## src/rtl/ccl_pkg.sv

```systemverilog
package ccl_pkg;

  localparam int NUM_COLORS = 3;
  localparam int COL_RED    = 0;
  localparam int COL_GREEN  = 1;
  localparam int COL_BLUE   = 2;
  localparam int STATE_W    = 3;

  typedef logic [NUM_COLORS-1:0] color_vec_t;

  typedef enum logic [STATE_W-1:0] {
    ST_IDLE    = 3'd0,
    ST_ARMED   = 3'd1,
    ST_GOT_R1  = 3'd2,
    ST_GOT_B   = 3'd3,
    ST_GOT_G   = 3'd4,
    ST_OPEN    = 3'd5
  } lock_state_t;

  // One-hot color the given step waits for; zero where no color is expected.
  function automatic color_vec_t wanted_color(lock_state_t st);
    color_vec_t v;
    v = '0;
    case (st)
      ST_ARMED:  v[COL_RED]   = 1'b1;
      ST_GOT_R1: v[COL_BLUE]  = 1'b1;
      ST_GOT_B:  v[COL_GREEN] = 1'b1;
      ST_GOT_G:  v[COL_RED]   = 1'b1;
      default:   v = '0;
    endcase
    return v;
  endfunction

  // Step reached after an accepted press.
  function automatic lock_state_t code_successor(lock_state_t st);
    case (st)
      ST_ARMED:  return ST_GOT_R1;
      ST_GOT_R1: return ST_GOT_B;
      ST_GOT_B:  return ST_GOT_G;
      ST_GOT_G:  return ST_OPEN;
      default:   return ST_IDLE;
    endcase
  endfunction

  function automatic logic collects_color(lock_state_t st);
    return (st == ST_ARMED) || (st == ST_GOT_R1) ||
           (st == ST_GOT_B) || (st == ST_GOT_G);
  endfunction

  function automatic logic door_released(lock_state_t st);
    return st == ST_OPEN;
  endfunction

endpackage

```

## src/rtl/ccl_press_judge.sv

```systemverilog
module ccl_press_judge
  import ccl_pkg::*;
(
  input  logic       clk,
  input  logic       rst,
  input  color_vec_t colors,
  input  logic       any_color,
  input  color_vec_t expect_col,
  output logic       press_quiet,
  output logic       press_good,
  output logic       press_bad
);

  // An exact match against a one-hot target accepts the sole expected color only.
  logic exact_hit;
  assign exact_hit   = (expect_col != '0) && (colors == expect_col);

  assign press_quiet = !any_color;
  assign press_good  = any_color && exact_hit;
  assign press_bad   = any_color && !exact_hit;

  AST_GOOD_IS_SOLE: assert property (@(posedge clk) disable iff (rst)
    press_good |-> (any_color && $countones(colors) == 1));

  AST_EMPTY_PRESS_BAD: assert property (@(posedge clk) disable iff (rst)
    (any_color && colors == '0) |-> press_bad);

endmodule

```

## src/rtl/ccl_step.sv

```systemverilog
module ccl_step
  import ccl_pkg::*;
(
  input  logic        clk,
  input  logic        rst,
  input  logic        start,
  input  logic        press_quiet,
  input  logic        press_good,
  input  logic        press_bad,
  output lock_state_t state_q,
  output color_vec_t  expect_col
);

  lock_state_t state_d;
  logic        ev_advance;
  logic        ev_reject;
  logic        in_code;

  assign in_code    = collects_color(state_q);
  assign expect_col = wanted_color(state_q);
  assign ev_advance = in_code && press_good;
  assign ev_reject  = in_code && press_bad;

  always_comb begin
    state_d = state_q;
    case (state_q)
      ST_IDLE: if (start) state_d = ST_ARMED;
      ST_OPEN: state_d = ST_IDLE;
      default: begin
        if (ev_advance)     state_d = code_successor(state_q);
        else if (ev_reject) state_d = ST_IDLE;
      end
    endcase
  end

  always_ff @(posedge clk) begin
    if (rst) state_q <= ST_IDLE;
    else     state_q <= state_d;
  end

  AST_RESET_TO_IDLE: assert property (@(posedge clk)
    rst |=> (state_q == ST_IDLE));

  AST_IDLE_NEEDS_START: assert property (@(posedge clk) disable iff (rst)
    (state_q == ST_IDLE && !start) |=> (state_q == ST_IDLE));

  AST_QUIET_HOLDS: assert property (@(posedge clk) disable iff (rst)
    (in_code && press_quiet) |=> $stable(state_q));

  AST_BAD_TO_IDLE: assert property (@(posedge clk) disable iff (rst)
    (in_code && press_bad) |=> (state_q == ST_IDLE));

  AST_OPEN_LEAVES: assert property (@(posedge clk) disable iff (rst)
    (state_q == ST_OPEN) |=> (state_q == ST_IDLE));

endmodule

```

## src/rtl/ccl_unlock_out.sv

```systemverilog
module ccl_unlock_out
  import ccl_pkg::*;
(
  input  logic        clk,
  input  logic        rst,
  input  lock_state_t state_q,
  output logic        unlock
);

  assign unlock = door_released(state_q);

  AST_UNLOCK_PULSE: assert property (@(posedge clk) disable iff (rst)
    unlock |=> !unlock);

endmodule

```

## src/rtl/color_code_lock.sv

```systemverilog
module color_code_lock
  import ccl_pkg::*;
(
  input  logic clk,
  input  logic rst,
  input  logic start_btn,
  input  logic red_btn,
  input  logic green_btn,
  input  logic blue_btn,
  input  logic any_color,
  output logic unlock
);

  color_vec_t  colors;
  color_vec_t  expect_col;
  lock_state_t state_q;
  logic        press_quiet;
  logic        press_good;
  logic        press_bad;

  always_comb begin
    colors            = '0;
    colors[COL_RED]   = red_btn;
    colors[COL_GREEN] = green_btn;
    colors[COL_BLUE]  = blue_btn;
  end

  ccl_press_judge u_judge (
    .clk         (clk),
    .rst         (rst),
    .colors      (colors),
    .any_color   (any_color),
    .expect_col  (expect_col),
    .press_quiet (press_quiet),
    .press_good  (press_good),
    .press_bad   (press_bad)
  );

  ccl_step u_step (
    .clk         (clk),
    .rst         (rst),
    .start       (start_btn),
    .press_quiet (press_quiet),
    .press_good  (press_good),
    .press_bad   (press_bad),
    .state_q     (state_q),
    .expect_col  (expect_col)
  );

  ccl_unlock_out u_out (
    .clk     (clk),
    .rst     (rst),
    .state_q (state_q),
    .unlock  (unlock)
  );

endmodule

```

## config.mk

```make
export PLATFORM = sky130hd
export DESIGN_NAME = color_code_lock
export DESIGN_NICKNAME = d
export VERILOG_FILES = /design/src/rtl/ccl_pkg.sv /design/src/rtl/ccl_press_judge.sv /design/src/rtl/ccl_step.sv /design/src/rtl/ccl_unlock_out.sv /design/src/rtl/color_code_lock.sv
export SDC_FILE = /design/constraint.sdc
export NUM_CORES = 1
export LEC_CHECK = 0
export ABC_CLOCK_PERIOD_IN_PS = 3400
export BUFFER_PORTS_ARGS = -buffer_cell sky130_fd_sc_hd__clkbuf_2
export CAP_MARGIN = 10
export CORE_AREA = 2 2 39 41
export DETAILED_ROUTE_END_ITERATION = 16
export DIE_AREA = 0 0 41 43
export HOLD_SLACK_MARGIN = 0.03
export MAX_ROUTING_LAYER = met4
export PLACE_DENSITY_LB_ADDON = 0.1
export SETUP_SLACK_MARGIN = 0.5
export SLEW_MARGIN = 20
export SYNTH_ARGS = -nofsm -noshare
export SYNTH_HDL_FRONTEND = slang
export SYNTH_SLANG_ARGS = --single-unit
```

## constraint.sdc

```tcl
create_clock -name clk -period 3.4 [get_ports clk]
set_input_delay 0.17 -clock clk [delete_from_list [all_inputs] [get_ports clk]]
set_output_delay 0.17 -clock clk [all_outputs]
set_load 0.05 [all_outputs]
```

Word level (Yosys, flattened, before mapping)
Cells that the tools add are included.
- input bits: 7
- word-level logic and storage cells: 30
- register bits after elaboration: 3
- reductions and logical operators: 14
- multiplexer cells: 8
- equality and inequality tests: 7
- operators by type and width (kind ; number):
    one-hot mux 3 bit (4 select lines) ; 1
    two-way mux 3 bit ; 3
    equality test 3 x 2 -> 1 bit, second input constant ; 2
    equality test 3 bit, second input constant ; 2
    one-hot mux 3 bit (2 select lines) ; 1
    logical AND 1 bit ; 5
    nonzero test 4 bit ; 1
    equality test 3 x 1 -> 1 bit, second input constant ; 1
    equality test 3 bit ; 1
    logical NOT 3 bit ; 1
    logical OR 1 bit ; 3
    two-way mux 1 bit ; 3
    nonzero test 3 bit ; 1
    inequality test 2 bit, second input constant ; 1
    AND reduction 2 bit ; 1
    OR reduction 2 bit ; 1
    logical NOT 1 bit ; 1

Logic depth before layout (Yosys ltp)
Gate-level depths: netlist of the first run.
- word-level depth: 11
- gate-level depth with buffers: 5

Modules after synthesis
Synthesis of the first run repeated with hierarchy kept, for this count alone.
- cells, all modules: 38
- area, all modules: 299.0 µm²
- modules (own cells, without submodules) (module ; sequential area each (µm²) ; instances ; area each (µm²) ; cells an instance):
    ccl_step ; 60.1 ; 1 ; 232.7 ; 29
    ccl_press_judge ; 0.0 ; 1 ; 57.6 ; 8
    ccl_unlock_out ; 0.0 ; 1 ; 8.8 ; 1

Worst setup path after synthesis of the first run
Ideal clock, no wire load.
- path kind: flip-flop to flip-flop
- from: register u_step.state_q[0]
- to: register u_step.state_q[2]
- period minus slack after synthesis: 1.371 ns
- data arrival time: 1.267 ns
- path buffers: 1
- slack: 2.029 ns
- data required time: 3.297 ns
- stages on the path, launching flop included: 6
- path through: dfxtp_1 > buf_6 > nor4_2 > a22o_2 > o22ai_2 > a2111oi_2
- cells in the longest elaborated chain, start to end: 10
- elaborated cells between the ends (all ways): 27
- classes of those cells: eq/ne: 7; mux: 6; reduce/logical: 14
- RTL lines (what ; RTL line ; text):
    from (decl) ; ccl_step.sv:10 ; output lock_state_t state_q,
    from (signal assigned) ; ccl_step.sv:38 ; else state_q <= state_d;
    equality test 3 bit or equality test 3 x 1 -> 1 bit (tied branches) ; -- ;
    OR reduction 2 bit (no source line) ; -- ;
    two-way mux 1 bit ; ccl_pkg.sv:24 ; case (st)
    equality test 3 bit or nonzero test 3 bit (tied branches) ; ccl_press_judge.sv:16 ; assign exact_hit = (expect_col != '0) && (colors == expect_col);
    logical AND 1 bit ; ccl_press_judge.sv:16 ;
    logical NOT 1 bit ; ccl_press_judge.sv:20 ; assign press_bad = any_color && !exact_hit;
    logical AND 1 bit ; ccl_press_judge.sv:20 ;
    logical AND 1 bit ; ccl_step.sv:22 ; assign ev_reject = in_code && press_bad;
    nonzero test 4 bit (no source line) ; -- ;
    AND reduction 2 bit (no source line) ; -- ;
Parallel ways exist; a longest one is shown, timed or not.
A chain may end at the register's enable or synchronous reset.

Worst setup path in the final report of the first run
- from: register u_step.state_q[0]
- to: output port unlock
- cells in the longest elaborated chain, start to end: 1
- RTL lines (what ; RTL line ; text):
    equality test 3 bit ; ccl_pkg.sv:51 ; return st == ST_OPEN;
    to (decl) ; color_code_lock.sv:11 ; output logic unlock
Every way passes these cells.

==> impl_metrics.py, run 1 <==
metrics = {
    "sta": {
        "skew_ns": 0.00203,
        "fin_crit_sh_pct": 48.8,
        "hold_viol": 0,
        "whs_ns": 0.174,
        "drv_slew": 0,
        "rsz0062_at_grt": "false",
        "worst_pin_slew_ns": 0.527,
        "finalCriticalPeriod_ns": 1.66,
        "setup_viol": 0,
        "finalSetupTns_ns": 0,
        "relSlewSlack_pct": 64.8,
        "fmax_mhz": 603,
    },
    "placement": {
        "gp_congestion": 0.839,
        "dp.final_hpwl_um": 525,
        "port_buffers": 7,
    },
    "clock_tree": {
        "numCtsBuffers": 3,
        "postCtsHoldBufs": 0,
        "clock-sinks": 3,
        "cts_max_level": 1,
        "cts_tree": "done",
        "clk_pin_slew_ns": 0.04,
        "insertion_delay_ns": 0.23,
        "ctsResizeCount": 0,
        "post_cts_buffers": 0,
        "clockRootBuffer": "clkbuf_4",
        "clock_path_buffers": 2,
    },
    "synth": {
        "synthDistinctLibCells": 24,
        "synth.area.top_cells": "dfxtp_1, nor4b_2, xor2_1",
        "netlist_area_um2": 334,
        "synth_sequential_area_ratio_pct": 18.0,
        "synthFlopType": "dfxtp_1",
        "synth_commonest_cells": "a21oi_1, nor2_1, dfxtp_1, nand2b_1, xor2_1",
        "ys.warnings.count": 0,
        "synth_seq_cells": 3,
        "avgSynthCellArea_um2": 8.79,
        "async_reset_ff_share_pct": 0,
        "synth_top_cell_by_area": "dfxtp_1",
        "syn_nets": 45,
        "synthCells": 38,
        "netlist.area_leader.share_pct": 18.0,
        "synth_edf_count": 0,
    },
    "layout": {
        "largest_register_ffs": 3,
        "ff_latch_area_um2": 60.1,
        "multi_input_area_um2": 246,
        "area.growth.synth_to_final_pct": 17.2,
        "regMostFlops": "u_step.state_q",
        "largestRegisters": "u_step.state_q (3)",
        "drive_gt1_share_pct": 34.8,
        "final_nets": 54,
        "antenna_cells": 0,
        "fillers": 153,
    },
    "setup_path": {
        "crit_fanout": 11,
        "r2r_cells": 4,
        "crit_type": "reg -> out",
        "critPathLaunchType": "register",
        "cp-endpoint": "unlock",
        "r2r-start": "u_step.state_q[2]",
        "reg2reg_slack_ns": 1.75,
        "critPathCaptureType": "primary output",
        "arrival_ns": 1.49,
        "r2r_end": "u_step.state_q[2]",
        "critPathRequiredTime_ns": 3.23,
        "critPathLaunch": "u_step.state_q[0]",
    },
    "global_route": {
        "grt_usage_pct": 11.5,
        "grt_pass1_vias": 355,
        "grt_max_degree": 15,
        "grt_pass1_wl_mm": 1.32,
        "grt.overflow.total": 0,
        "antenna_found_initial": 0,
    },
    "hold_path": {
        "hp-start": "rst",
        "hold_class": "in -> reg",
    },
    "drt": {
        "drtPass1Iterations": 4,
        "antenna_left": 0,
        "drc_errors": 0,
        "vias_per_cell": 5.16,
        "first_iter_violations": 9,
        "routed_wl_um": 714,
        "post_drt_wl_per_cell_um": 11.5,
        "vias": 320,
    },
    "die": {
        "fp.coreArea_mm2": 0.00138,
        "die-area_mm2": 0.00176,
        "die_h_um": 43,
        "rows": 14,
        "initial_utilization_pct": 24.1,
        "die_w_um": 41,
        "ios": 8,
    },
    "run": {
        "drv_cap": 0,
    },
    "outcome": {
        "status": "finished, final reports clean",
    },
    "power_and_ir_drop": {
        "pwr_density_cell_mw_per_mm2": 331,
        "leakagePower_nw": 0.174,
        "ir_drop_mv": 0.130,
    },
}
==> cell families after synthesis <==
family                 Yosys count  synth area share [%]
AO/OA/AOI/OAI                   12                  28.8
XOR/XNOR                         3                  7.87
buffers and inverters            4                  8.24
AND/OR/NAND/NOR                 14                  31.1
multiplexers                     2                  5.99
flip-flops                       3                  18.0
==> placed cells by master, fill, tap and decap left out, drive strengths merged <==
cell type | netlist | layout
dfxtp | 3 | 3
mux2i | 2 | 2
a221oi | 1 | 1
and4 | 1 | 1
nor2 | 4 | 4
o21ai | 1 | 1
nor4 | 1 | 1
inv | 1 | 1
a21oi | 4 | 4
a21o | 1 | 1
clkbuf | 0 | 11
a22o | 1 | 1
xor2 | 3 | 3
or3 | 1 | 1
nor4b | 2 | 2
o22ai | 1 | 1
and2 | 1 | 1
o32ai | 1 | 1
nor2b | 1 | 1
a311oi | 1 | 1
nand2b | 3 | 3
a2111oi | 1 | 1
==> cell type report <==
type	instances	share of cell area, %
multi-input cells	31	62.9
inverters	1	0.958
flip-flops and latches	3	15.3
repair buffers	7	8.95
well taps	16	5.11
clock buffers	4	6.71
==> worst min-delay path by stage <==
stage                        end  slack, ns  cells after the start
2_1_floorplan  u_step.state_q[2]       0.25                      1
3_3_place_gp   u_step.state_q[2]       0.41                      2
3_5_place_dp   u_step.state_q[2]       0.42                      2
4_1_cts        u_step.state_q[2]       0.17                      2
5_1_grt        u_step.state_q[2]       0.18                      2
6_report       u_step.state_q[2]       0.17                      2
==> worst max-delay path: stages, from the launching register on <==
cell and delay (ns):
dfxtp_1 0.55, nor2b_1 0.27, and2_1 0.16, clkbuf_2 0.27
==> routing by layer <==
| metal | GRT usage [%] | part of all wire, % | vias to the layer above |
|---|---|---|---|
| met2 | 18.1 | 53 | 8 |
| met1 | 10.3 | 42 | 151 |
| met3 | 5.76 | 2.8 | 2 |
| li1 | - | - | 159 |
| met5 | - | 0 | - |
| met4 | 7.33 | 2.4 | 0 |
==> through the flow <==
step,setup WS (ns),utilization (%),std cells,power (mW),cell area (um^2)
2_1_floorplan,2.03,-,38,0.0607,334
3_3_place_gp,1.81,26.4,58,0.0672,365
3_5_place_dp,1.75,26.4,58,0.0677,365
4_1_cts,1.72,28.3,62,0.132,392
5_1_grt,1.58,28.3,62,0.143,392
6_report,1.74,28.3,62,0.130,392
==> report_power, final <==
group          internal, mW  switching (mW)
combinational        0.0119          0.0127
sequential           0.0370         0.00543
clock                0.0440          0.0186
(Power assumes the default switching activity.)
==> run 2: changes to the inputs <==
--- a/config.mk
+++ b/config.mk
@@ -5,7 +5,7 @@
 export SDC_FILE = /design/constraint.sdc
 export NUM_CORES = 1
 export LEC_CHECK = 0
-export ABC_CLOCK_PERIOD_IN_PS = 3400
+export ABC_CLOCK_PERIOD_IN_PS = 1380
 export BUFFER_PORTS_ARGS = -buffer_cell sky130_fd_sc_hd__clkbuf_2
 export CAP_MARGIN = 10
 export CORE_AREA = 2 2 39 41
==> constraint.sdc (replaced) <==
create_clock -name clk -period 1.38 [get_ports clk]
set_input_delay 0.069 -clock clk [delete_from_list [all_inputs] [get_ports clk]]
set_output_delay 0.069 -clock clk [all_outputs]
set_load 0.05 [all_outputs]
==> run 2 against run 1 <==
Effect of this change:
- the flow now finishes with violations (negative setup slack)
- wire length rose by 35%
- power rose to 2.9 times the previous value
- design area is 50% higher
- die area stayed put
- via count is 15% higher
- non-clock buffer count up 11
- count of clock-buffer cells in the layout unchanged
- utilization up 14 points
==> impl_metrics.py, run 2 (synthesis gave the netlist of run 1 again) <==
metrics = {
    "outcome": {
        "status": "finished with violations",
        "violations": "negative setup slack",
    },
    "setup_path": {
        "r2r_cells": 5,
        "crit_fanout": 4,
        "critPathRequiredTime_ns": 1.51,
        "critPathLaunch": "u_step.state_q[2]",
        "critPathMaxStageDelay_ns": 0.35,
        "crit_slowest_cell": "or3_1",
        "critPathLaunchType": "register",
        "path_cells": "buf_4 > or3_1 > a21oi_2 > a221oi_2 > a2111oi_4",
        "r2r-start": "u_step.state_q[2]",
        "arrival_ns": 1.58,
        "critPathCaptureType": "register",
        "reg2reg_slack_ns": -0.07,
        "crit_type": "reg -> reg",
    },
    "layout": {
        "final_cell_mix": "buf_4, clkbuf_2",
        "final_common_cell": "buf_4",
        "fillers": 133,
        "area.growth.synth_to_final_pct": 75.7,
        "regMostFlops": "u_step.state_q",
        "final_nets": 65,
        "drive_gt1_share_pct": 64.9,
        "utilization_pct": 42.4,
        "largest_register_ffs": 3,
        "largestRegisters": "u_step.state_q (3)",
        "final_cells": 73,
        "antenna_cells": 0,
    },
    "sta": {
        "relSlewSlack_pct": 74.5,
        "worst_pin_slew_ns": 0.383,
        "skew_ns": 0.00579,
        "setup_ws_ns": -0.0661,
        "drv_slew": 0,
        "whs_ns": 0.0841,
        "finalCriticalPeriod_ns": 1.45,
        "setup_viol": 2,
        "hold_viol": 0,
        "fin_crit_sh_pct": 105,
        "fmax_mhz": 692,
        "rsz0062_at_grt": "true",
    },
    "clock_tree": {
        "clockRootBuffer": "clkbuf_4",
        "clock-sinks": 3,
        "cts_tree": "done",
        "clock_path_buffers": 2,
        "numCtsBuffers": 3,
        "clk_pin_slew_ns": 0.04,
        "cts_max_level": 1,
        "insertion_delay_ns": 0.24,
    },
    "power_and_ir_drop": {
        "leakagePower_nw": 0.240,
        "p_total_mw": 0.378,
        "pwr_density_cell_mw_per_mm2": 645,
        "ir_drop_mv": 0.397,
    },
    "global_route": {
        "met3_usage_pct": 3.14,
        "use_met1_pct": 13.2,
        "met2_usage_pct": 16.9,
        "grt_pass1_wl_mm": 1.32,
        "grt_usage_pct": 11.9,
        "grt.overflow.total": 0,
        "grt_max_degree": 9,
        "antenna_found_initial": 0,
        "grt_pass1_vias": 336,
        "busiest_layer": "met2",
    },
    "hold_path": {
        "hold_class": "in -> reg",
        "whs_path_depth": 2,
        "hp-start": "rst",
    },
    "placement": {
        "gp_congestion": 0.780,
        "dp.final_hpwl_um": 704,
        "place_ws_ns": -0.0797,
        "port_buffers": 7,
        "dp.cells": 66,
    },
    "drt": {
        "post_drt_wl_per_cell_um": 13.2,
        "routed_wl_um": 966,
        "drc_errors": 0,
        "drtPass1Iterations": 4,
        "antenna_left": 0,
        "vias": 369,
        "vias_per_cell": 5.05,
        "first_iter_violations": 3,
    },
    "die": {
        "ios": 8,
        "rows": 14,
        "initial_utilization_pct": 24.1,
        "die_h_um": 43,
        "fp.coreArea_mm2": 0.00138,
        "die-area_mm2": 0.00176,
        "die_w_um": 41,
    },
    "run": {
        "drv_cap": 0,
    },
}
[run 2: cell types whose count changed in the layout (fill, tap and decap cells not counted), moves of 2 or more]
cell,change
buf_4,+9
dfxtp_1,-3
dfxtp_4,+3
nor4b_2,-2
nor4b_4,+2
[run 2: final cells by class]
type | count | area (um^2) | area share (%)
multi-input combinational | 31 | 322 | 54.8
timing repair buffer | 18 | 144 | 24.5
sequential | 3 | 71.3 | 12.2
clock buffer | 4 | 26.3 | 4.48
tap | 16 | 20.0 | 3.41
inverter | 1 | 3.75 | 0.640
[run 2: through the flow]
| step | instance area, um^2 | setup TNS (ns) |
|---|---|---|
| 2_1_floorplan | 349 | 0 |
| 3_3_place_gp | 437 | -0.0900 |
| 3_5_place_dp | 437 | -0.0963 |
| 4_1_cts | 494 | -0.0420 |
| 5_1_grt | 587 | -0.244 |
| 6_report | 587 | -0.0893 |
[run 2: final timing paths]
check | endpoint
max | u_step.state_q[2]
min | u_step.state_q[2]
max reg2reg | u_step.state_q[2]
min reg2reg | u_step.state_q[1]
[run 2: routing by layer]
metal | wire [um] | part of all wire (%)
met3 | 31 | 3.2
met2 | 486 | 50
met4 | 25 | 2.6
met1 | 422 | 44
met5 | 0 | 0
[run 2: power breakdown]
group,switching [mW],leakage [nW],internal [mW]
clock,0.0495,0.0150,0.109
sequential,0.00819,0.0267,0.0883
combinational,0.0588,0.199,0.0650
[run 2: worst max-delay path: cells and delay by family, from the launching register on]
| kind | cells | cell delay (ns) |
|---|---|---|
| compound gates | 3 | 0.50 |
| simple gates | 1 | 0.35 |
| flops | 1 | 0.34 |
| buf+inv | 1 | 0.13 |
[run 2: what timing repair did]
action                                 CTS  global route
setup endpoints to repair                4             4
pin swaps                                2             5
gates resized for setup                  8            12
endpoints found under the hold margin    0             0
hold buffers                             0             0
buffers inserted                         0             3
gates cloned                             0             0
==> run 3: changes to the inputs <==
--- a/config.mk
+++ b/config.mk
@@ -8,6 +8,8 @@
 export ABC_CLOCK_PERIOD_IN_PS = 1380
 export BUFFER_PORTS_ARGS = -buffer_cell sky130_fd_sc_hd__clkbuf_2
 export CAP_MARGIN = 10
+export CELL_PAD_IN_SITES_DETAIL_PLACEMENT = 1
+export CELL_PAD_IN_SITES_GLOBAL_PLACEMENT = 1
 export CORE_AREA = 2 2 39 41
 export DETAILED_ROUTE_END_ITERATION = 16
 export DIE_AREA = 0 0 41 43
==> run 3 against run 2 <==
Effect of this change:
- the run now ends clean
- clock power decreased by 4%
- critical path depth decreased by 1
- design area decreased by 9.8%
- utilization decreased by 4.2 points
- first-iteration DRC count decreased by 100%
- register-to-register slack improved by 0.07 ns
- setup slack improved by 0.074 ns
- sequential share of layout area increased by 1.3 points
- fmax increased by 5.4%
- non-clock buffer count decreased by 1
==> impl_metrics.py, run 3 (synthesis gave the netlist of run 1 again) <==
metrics = {
    "setup_path": {
        "r2r_end": "u_step.state_q[2]",
        "critPathMaxStageDelay_ns": 0.36,
        "critPathCaptureType": "register",
        "r2r_cells": 4,
        "crit_slowest_cell": "dfxtp_4",
        "path_cells": "xor2_1 > nor4b_4 > o22ai_2 > a2111oi_2",
        "crit_fanout": 7,
        "reg2reg_slack_ns": 0.008,
        "critPathLaunchType": "register",
        "r2r-start": "u_step.state_q[1]",
        "arrival_ns": 1.49,
        "crit_type": "reg -> reg",
        "critPathRequiredTime_ns": 1.50,
    },
    "placement": {
        "dp.cells": 66,
        "gp_congestion": 0.738,
        "port_buffers": 7,
        "place_ws_ns": -0.0707,
        "dp.final_hpwl_um": 813,
        "place_area_um2": 437,
    },
    "sta": {
        "fin_crit_sh_pct": 99.4,
        "setup_viol": 0,
        "worst_pin_slew_ns": 0.307,
        "skew_ns": 0.00114,
        "setup_ws_ns": 0.00779,
        "finalSetupTns_ns": 0,
        "drv_slew": 0,
        "fmax_mhz": 729,
        "hold_viol": 0,
        "relSlewSlack_pct": 79.5,
        "finalCriticalPeriod_ns": 1.37,
        "rsz0062_at_grt": "true",
    },
    "power_and_ir_drop": {
        "switching_share_pct": 28.6,
        "p_sw_mw": 0.101,
        "internal-power_mw": 0.251,
        "ir_drop_mv": 0.526,
        "pwr_density_cell_mw_per_mm2": 664,
        "seq_power_share_pct": 27.6,
        "p_clk_share_pct": 43.2,
        "leakagePower_nw": 0.242,
        "combPwrFrac_pct": 29.2,
    },
    "clock_tree": {
        "clock-sinks": 3,
        "cts_max_level": 1,
        "clk_pin_slew_ns": 0.04,
        "insertion_delay_ns": 0.23,
        "clockRootBuffer": "clkbuf_4",
        "cts_tree": "done",
        "postCtsHoldBufs": 0,
        "numCtsBuffers": 3,
        "clock_path_buffers": 2,
    },
    "hold_path": {
        "whs_path_depth": 2,
        "hp-start": "rst",
        "holdPathEnd": "u_step.state_q[2]",
        "hold_class": "in -> reg",
    },
    "global_route": {
        "grt_pass1_vias": 403,
        "grt.overflow.total": 0,
        "grt_usage_pct": 14.6,
        "grt_pass1_wl_mm": 1.68,
        "antenna_found_initial": 0,
        "grt_max_degree": 9,
    },
    "drt": {
        "routed_wl_um": 997,
        "first_iter_violations": 0,
        "highest_layer": "met3",
        "vias_per_cell": 4.96,
        "met2_length_um": 580,
        "vias": 357,
        "dr_wl_met3_um": 21,
        "drtPass1Iterations": 1,
        "post_drt_wl_per_cell_um": 13.8,
        "drc_errors": 0,
        "antenna_left": 0,
        "met1_length_um": 395,
    },
    "die": {
        "initial_utilization_pct": 24.1,
        "ios": 8,
        "die_h_um": 43,
        "die-area_mm2": 0.00176,
        "rows": 14,
        "die_w_um": 41,
        "fp.coreArea_mm2": 0.00138,
    },
    "layout": {
        "design_area_um2": 529,
        "antenna_cells": 0,
        "final_nets": 64,
        "final_common_cell": "buf_4",
        "fillers": 165,
        "largestRegisters": "u_step.state_q (3)",
        "drive_gt1_share_pct": 62.5,
        "final_cells": 72,
        "regMostFlops": "u_step.state_q",
        "final_cell_mix": "buf_4, clkbuf_2, nor2_1",
        "area.growth.synth_to_final_pct": 58.4,
        "largest_register_ffs": 3,
    },
    "outcome": {
        "status": "finished, final reports clean",
    },
    "run": {
        "drv_cap": 0,
    },
}
-- run 3: layout make-up --
type                       count  area [um^2]  share of cell area [%]
multi-input combinational     31          280                    53.0
timing repair buffer          17          128                    24.1
sequential                     3         71.3                    13.5
clock buffer                   4         26.3                    4.96
tap                           16         20.0                    3.78
inverter                       1         3.75                   0.709
-- run 3: worst max-delay path by stage --
| stage | start | end | slack, ns | cells past startpoint |
|---|---|---|---|---|
| 5_1_grt | u_step.state_q[1] | u_step.state_q[2] | -0.11 | 4 |
| 3_3_place_gp | u_step.state_q[2] | u_step.state_q[2] | -0.05 | 4 |
| 2_1_floorplan | u_step.state_q[1] | u_step.state_q[2] | 0.04 | 5 |
| 6_report | u_step.state_q[1] | u_step.state_q[2] | 0.008 | 4 |
| 3_5_place_dp | u_step.state_q[2] | u_step.state_q[2] | -0.07 | 4 |
| 4_1_cts | u_step.state_q[2] | u_step.state_q[2] | -0.005 | 4 |
-- run 3: layer usage --
metal | vias up | track usage [%]
li1 | 179 | -
met2 | 5 | 26.3
met4 | 0 | 4.00
met1 | 173 | 14.6
met3 | 0 | 3.14
met5 | - | -
-- run 3: what timing repair did --
action                                  CTS  global route
buffers inserted                          0             2
endpoints found under the setup margin    4             4
resized for setup                        13             4
pin swaps                                 6             1
endpoints found under the hold margin     0             0
-- run 3: power by group through the flow --
stage	clock (mW)	sequential, mW	combinational (mW)
detailed placement	0	0.101	0.0832
CTS	0.156	0.0969	0.0928
finish	0.152	0.0970	0.103
floorplan	0	0.0956	0.0586
global placement	0	0.100	0.0804
global route	0.171	0.0978	0.112
-- run 3: through the flow --
| stage | power [mW] | hold slack [ns] | util (%) |
|---|---|---|---|
| after global routing | 0.381 | 0.0784 | 38.2 |
| after global placement | 0.181 | 0.316 | 31.6 |
| after floorplan | 0.154 | 0.149 | - |
| after CTS | 0.345 | 0.0769 | 36.5 |
| after detailed placement | 0.184 | 0.331 | 31.6 |
| final | 0.351 | 0.0766 | 38.2 |
-- run 3: worst max-delay path, delay by kind of cell (launching register included) --
kind	cells	cell delay, ns
DFF	1	0.36
xor gates and xnor gates	1	0.17
and+or+nand+nor	1	0.27
AOI/OAI and AO/OA	2	0.48
